### src/rtl/gpio4_pkg.sv
package gpio4_pkg;
   localparam int unsigned HOST_W   = 32;
   localparam int unsigned BYTE_W   = 8;
   localparam int unsigned OFS_W    = 8;
   localparam int unsigned FLAG_BIT = 24;
   localparam int unsigned DATA_LSB = 16;

   localparam logic [OFS_W-1:0]  OFS_ENABLE = 8'h44;
   localparam logic [OFS_W-1:0]  OFS_CMD    = 8'h68;
   localparam logic [OFS_W-1:0]  OFS_RBACK  = 8'h6C;

   localparam logic [HOST_W-1:0] IADDR_CTRL = 32'h1800_5020;
   localparam logic [HOST_W-1:0] IADDR_MODE = 32'h1800_5022;

   typedef enum logic [1:0] {
      CTL_LOW  = 2'd0,
      CTL_HIGH = 2'd1,
      CTL_IN   = 2'd2,
      CTL_RSVD = 2'd3
   } ctl_code_e;

   typedef enum logic [1:0] {
      MD_OFF = 2'd0,
      MD_ON  = 2'd1,
      MD_R2  = 2'd2,
      MD_R3  = 2'd3
   } mode_code_e;

   typedef struct packed {
      logic              hit_ctrl;
      logic              hit_mode;
      logic              store;
      logic [BYTE_W-1:0] data;
   } cmd_t;
endpackage

### src/rtl/gpio4_cmd_decode.sv
module gpio4_cmd_decode
   import gpio4_pkg::*;
#(
   parameter int unsigned WORD_W  = HOST_W,
   parameter int unsigned DATA_W  = BYTE_W,
   parameter int unsigned DLSB    = DATA_LSB,
   parameter int unsigned WR_BIT  = FLAG_BIT
) (
   input  logic [WORD_W-1:0] cmd_word,
   output cmd_t              cmd
);
   localparam int unsigned DMSB = DLSB + DATA_W - 1;

   initial begin
      assert (WR_BIT > DMSB && WR_BIT < WORD_W)
         else $fatal(1, "write flag must sit above the data field");
   end

   logic [WORD_W-1:0] field_mask;
   logic [WORD_W-1:0] iaddr;

   always_comb begin
      field_mask = '0;
      for (int b = DLSB; b <= int'(WR_BIT); b++) field_mask[b] = 1'b1;
      iaddr        = cmd_word & ~field_mask;
      cmd.hit_ctrl = (iaddr == IADDR_CTRL);
      cmd.hit_mode = (iaddr == IADDR_MODE);
      cmd.store    = cmd_word[WR_BIT];
      cmd.data     = cmd_word[DMSB:DLSB];
   end
endmodule

### src/rtl/gpio4_line_drv.sv
module gpio4_line_drv
   import gpio4_pkg::*;
#(
   parameter int unsigned FLD_W = 2
) (
   input  logic [FLD_W-1:0] ctl_fld,
   input  logic [FLD_W-1:0] mode_fld,
   output logic             drv_o,
   output logic             drv_oe
);
   initial begin
      assert (FLD_W == 2) else $fatal(1, "line fields are two bits");
   end

   ctl_code_e  ctl;
   mode_code_e md;
   logic       drive;

   always_comb begin
      ctl    = ctl_code_e'(ctl_fld);
      md     = mode_code_e'(mode_fld);
      drive  = (md == MD_ON) && (ctl == CTL_LOW || ctl == CTL_HIGH);
      drv_oe = drive;
      drv_o  = drive && (ctl == CTL_HIGH);
   end
endmodule

### src/rtl/gpio4_regs.sv
module gpio4_regs
   import gpio4_pkg::*;
#(
   parameter int unsigned LINES = 4,
   parameter int unsigned FLD_W = 2,
   parameter int unsigned REG_W = LINES * FLD_W
) (
   input  logic              clk,
   input  logic              rst_n,
   input  logic              en_wr,
   input  logic [HOST_W-1:0] en_wdata,
   input  logic              cmd_wr,
   input  cmd_t              cmd,
   output logic [HOST_W-1:0] en_q,
   output logic [REG_W-1:0]  ctrl_q,
   output logic [REG_W-1:0]  mode_q,
   output logic [REG_W-1:0]  rback
);
   localparam logic [REG_W-1:0] CTRL_RST = {LINES{CTL_IN}};
   localparam logic [REG_W-1:0] MODE_RST = {LINES{MD_OFF}};

   initial begin
      assert (REG_W == BYTE_W) else $fatal(1, "register width must match data byte");
   end

   logic sel_ctrl, sel_mode;
   logic unlocked;

   assign unlocked = en_q[0];

   always_ff @(posedge clk or negedge rst_n) begin
      if (!rst_n) begin
         en_q     <= '0;
         ctrl_q   <= CTRL_RST;
         mode_q   <= MODE_RST;
         sel_ctrl <= 1'b0;
         sel_mode <= 1'b0;
      end else begin
         if (en_wr) en_q <= en_wdata;
         if (cmd_wr) begin
            sel_ctrl <= cmd.hit_ctrl;
            sel_mode <= cmd.hit_mode;
            if (unlocked && cmd.store) begin
               if (cmd.hit_ctrl) ctrl_q <= cmd.data;
               if (cmd.hit_mode) mode_q <= cmd.data;
            end
         end
      end
   end

   always_comb begin
      rback = '0;
      if (unlocked) begin
         if (sel_ctrl)      rback = ctrl_q;
         else if (sel_mode) rback = mode_q;
      end
   end
endmodule

### src/rtl/gpio4_indirect.sv
module gpio4_indirect
   import gpio4_pkg::*;
#(
   parameter int unsigned LINES = 4,
   parameter int unsigned FLD_W = 2
) (
   input  logic              clk,
   input  logic              rst_n,
   input  logic              host_wr,
   input  logic [7:0]        host_addr,
   input  logic [31:0]       host_wdata,
   output logic [31:0]       host_rdata,
   output logic [LINES-1:0]  pad_o,
   output logic [LINES-1:0]  pad_oe
);
   localparam int unsigned REG_W = LINES * FLD_W;

   initial begin
      assert (REG_W == BYTE_W) else $fatal(1, "LINES*FLD_W must equal eight");
   end

   cmd_t              cmd;
   logic [HOST_W-1:0] en_q;
   logic [REG_W-1:0]  ctrl_q, mode_q, rback;
   logic              en_wr, cmd_wr;

   assign en_wr  = host_wr && (host_addr == OFS_ENABLE);
   assign cmd_wr = host_wr && (host_addr == OFS_CMD);

   gpio4_cmd_decode u_dec (
      .cmd_word (host_wdata),
      .cmd      (cmd)
   );

   gpio4_regs #(.LINES(LINES), .FLD_W(FLD_W)) u_regs (
      .clk      (clk),
      .rst_n    (rst_n),
      .en_wr    (en_wr),
      .en_wdata (host_wdata),
      .cmd_wr   (cmd_wr),
      .cmd      (cmd),
      .en_q     (en_q),
      .ctrl_q   (ctrl_q),
      .mode_q   (mode_q),
      .rback    (rback)
   );

   for (genvar n = 0; n < LINES; n++) begin : g_line
      gpio4_line_drv #(.FLD_W(FLD_W)) u_drv (
         .ctl_fld  (ctrl_q[n*FLD_W +: FLD_W]),
         .mode_fld (mode_q[n*FLD_W +: FLD_W]),
         .drv_o    (pad_o[n]),
         .drv_oe   (pad_oe[n])
      );
   end

   always_comb begin
      case (host_addr)
         OFS_ENABLE: host_rdata = en_q;
         OFS_RBACK:  host_rdata = {{(HOST_W-REG_W){1'b0}}, rback};
         default:    host_rdata = '0;
      endcase
   end
endmodule

### config.mk
export PLATFORM = sky130hd
export DESIGN_NAME = gpio4_indirect
export DESIGN_NICKNAME = d
export VERILOG_FILES = /design/src/rtl/gpio4_pkg.sv /design/src/rtl/gpio4_cmd_decode.sv /design/src/rtl/gpio4_line_drv.sv /design/src/rtl/gpio4_regs.sv /design/src/rtl/gpio4_indirect.sv
export SDC_FILE = /design/constraint.sdc
export NUM_CORES = 1
export LEC_CHECK = 0
export CORE_UTILIZATION = 60
export DETAILED_ROUTE_END_ITERATION = 10
export DONT_BUFFER_PORTS = 1
export PLACE_DENSITY = 0.76
export SKIP_LAST_GASP = 1
export SLEW_MARGIN = 20
export SYNTH_ARGS = -nofsm -noshare
export SYNTH_HDL_FRONTEND = slang
export SYNTH_SLANG_ARGS = --single-unit
### constraint.sdc
create_clock -name clk -period 6.6 [get_ports clk]
set_input_delay 1.98 -clock clk [delete_from_list [all_inputs] [get_ports clk]]
set_output_delay 1.98 -clock clk [all_outputs]
set_load 0.005 [all_outputs]
==> flow_summary.json <==
{
  "yosys_register_bits": 50,
  "gp_congestion": 0.806,
  "critPathKind": "in -> out",
  "grt_setup_unrepaired": "no",
  "grt_overflow": 0,
  "synth_common_cells": "dfrtp_1 (46), mux2_1 (40), and2_1 (28)",
  "routedWlPerCell_um": 19.3,
  "wl_um": 4600,
  "grt_max_degree": 51,
  "dp.final_hpwl_um": 3450,
  "cellPowerDensity_mw_per_mm2": 201,
  "drt_iter0_drc": 102,
  "n_fill_cell": 284,
  "cts_setup_buffers": 0,
  "max_slew_margin": 0.622,
  "fin_crit_sh": 0.833,
  "synth_edf_count": 0,
  "synth_warnings": 0,
  "setup_viol": 0,
  "tightestPinTransition_ns": 0.567,
  "area_growth_pct": 2.33,
  "drcViolationCount": 0,
  "ant_nets": 0,
  "final_cells": 239,
  "power_uw": 509,
  "via_per_inst": 6.20,
  "share_comb_of_total_power": 0.021,
  "power_leakage_nw": 1.24,
  "syn-num-nets": 242,
  "power_frac_clock": 0.350,
  "intPower_uw": 407,
  "cp.arrival_ns": 3.52,
  "yosysSeqAreaShare": 0.509,
  "setup-tns-final_ns": 0,
  "fin_util": 0.665,
  "cts.sinks": 50,
  "synthFlopType": "dfrtp_1",
  "hold_viol": 0,
  "clockBufferDepth": 2,
  "yosysTopAreaCellShare": 0.466,
  "p_seq_frac": 0.629,
  "nNetsFinal": 233,
  "placed_area_mm2": 0.00243,
  "place_inst": 231,
  "vdd_drop_max_v": 0.000136,
  "period_needed_ns": 5.50,
  "syn_inst": 199,
  "cts_max_level": 2,
  "synth_area_leader_cell": "dfrtp_1",
  "max_freq_mhz": 182,
  "grt_pass1_wl_um": 7710,
  "synth.most_common_cell": "dfrtp_1",
  "numPortBuffers": 0,
  "fp.dieH_um": 66.1,
  "synth.area.top_cells": "dfrtp_1 (47%), mux2_1 (18%), and2_1 (7.1%)",
  "crit_fanout": 33,
  "num_io_pins": 83,
  "grt_pass1_vias": 1610,
  "dieWidth_um": 66.1,
  "core-area_mm2": 0.00380,
  "drv_cap": 0,
  "syn_area_mm2": 0.00247,
  "num_rows": 22,
  "hold_path_class": "reg -> reg",
  "synthArstFlopShare": 1.00,
  "fin_area_mm2": 0.00253,
  "clk_pin_slew_ns": 0.08,
  "slew_viol_final": 0,
  "track_usage": 0.242,
  "worstSetupStartpointType": "input port",
  "power.switching_uw": 102,
  "dr.pass1.iters": 4,
  "swShare": 0.200,
  "status": "finished, final reports clean",
  "cts_resized": 0,
  "avgSynthCellArea_um2": 12.4,
  "holdBufCountCts": 0,
  "fin_skew_ns": 0.00627,
  "die-area_mm2": 0.00438,
  "clockRootBuffer": "clkbuf_8",
  "cp.required_ns": 4.62,
  "routed-via-count": 1481,
  "initial_core_util": 0.650,
  "diodes": 0,
  "cts_tree": "done",
  "synth.distinct_cells": 29,
  "insertion_delay_ns": 0.30,
  "layout-drive-gt1-share": 0.136,
  "grt_antenna_before_repair": 0,
  "numCtsBuffers": 5,
  "endpoint_kind": "primary output"
}
## routing by layer
| layer | up-vias | wire length (um) | GRT usage |
|---|---|---|---|
| li1 | 675 | - | - |
| met1 | 742 | 1890 | 0.299 |
| met2 | 58 | 2300 | 0.394 |
| met3 | 6 | 344 | 0.0707 |
| met4 | 0 | 63 | 0.104 |
| met5 | - | 0 | 0 |
## power groups by stage
stage	Sequential (mW)	Combinational (mW)	Clock [mW]
global placement	0.325	0.00990	0
floorplan	0.324	0.00936	0
finish	0.320	0.0105	0.178
global route	0.321	0.0117	0.198
CTS	0.320	0.0107	0.184
detailed placement	0.326	0.0107	0
## final timing paths
| check | to | depth (start not counted) | slack (ns) | start |
|---|---|---|---|---|
| min in group asynchronous | u_regs.mode_q[6] | 0 | 1.36 | rst_n |
| max in group asynchronous | u_regs.ctrl_q[3] | 0 | 5.06 | rst_n |
| max reg2reg | u_regs.ctrl_q[6] | 4 | 4.56 | u_regs.en_q[0] |
| min | u_regs.en_q[26] | 1 | 0.49 | u_regs.en_q[26] |
| max | host_rdata[5] | 4 | 1.10 | host_addr[7] |
| min reg2reg | u_regs.en_q[26] | 1 | 0.49 | u_regs.en_q[26] |
## state kept, by name, indices dropped and copies added (netlist names)
signal	flops
u_regs.ctrl_q	8
u_regs.mode_q	8
u_regs.sel_mode	1
u_regs.en_q	32
u_regs.sel_ctrl	1
## critical path, cell delays in order
cell and delay (ns):
or4b_4 0.54, and4bb_2 0.70, nand2_1 0.15, o21ai_0 0.14
## through the flow
| stage | worst slack (ns) | hold WS [ns] |
|---|---|---|
| 3_5_place_dp | 1.11 | 0.474 |
| 4_1_cts | 1.10 | 0.494 |
| 6_report | 1.10 | 0.488 |
| 3_3_place_gp | 1.14 | 0.466 |
| 2_1_floorplan | 1.32 | 0.456 |
| 5_1_grt | 1.01 | 0.511 |
## layout by cell type (no fill, tap or decap), drive strengths merged, types with 2 or more instances in the layout
cell    instances
dfstp           4
clkbuf          7
nand4b          2
nor2            5
o21ai           8
nor3b           5
a22oi           7
nor3            2
dfrtp          46
mux2           50
nand4           2
nand2          11
nor4            2
nor4bb          2
and2           28
## cells by family after synthesis
family,share of synthesized area
buffers and inverters,0.0411
multiplexers,0.240
AO/OA/AOI/OAI,0.0395
AND/OR/NAND/NOR,0.170
flip-flops,0.509
## layout make-up
class	instances	area, um2	share of cell area
repair buffers	1	7.51	0.00297
clock buffers	7	86.3	0.0342
multi-input cells	132	1110	0.440
clock inverters	1	5.00	0.00198
flip-flops and latches	50	1260	0.497
well taps	48	60.1	0.0238
(Power assumes the default switching activity.)
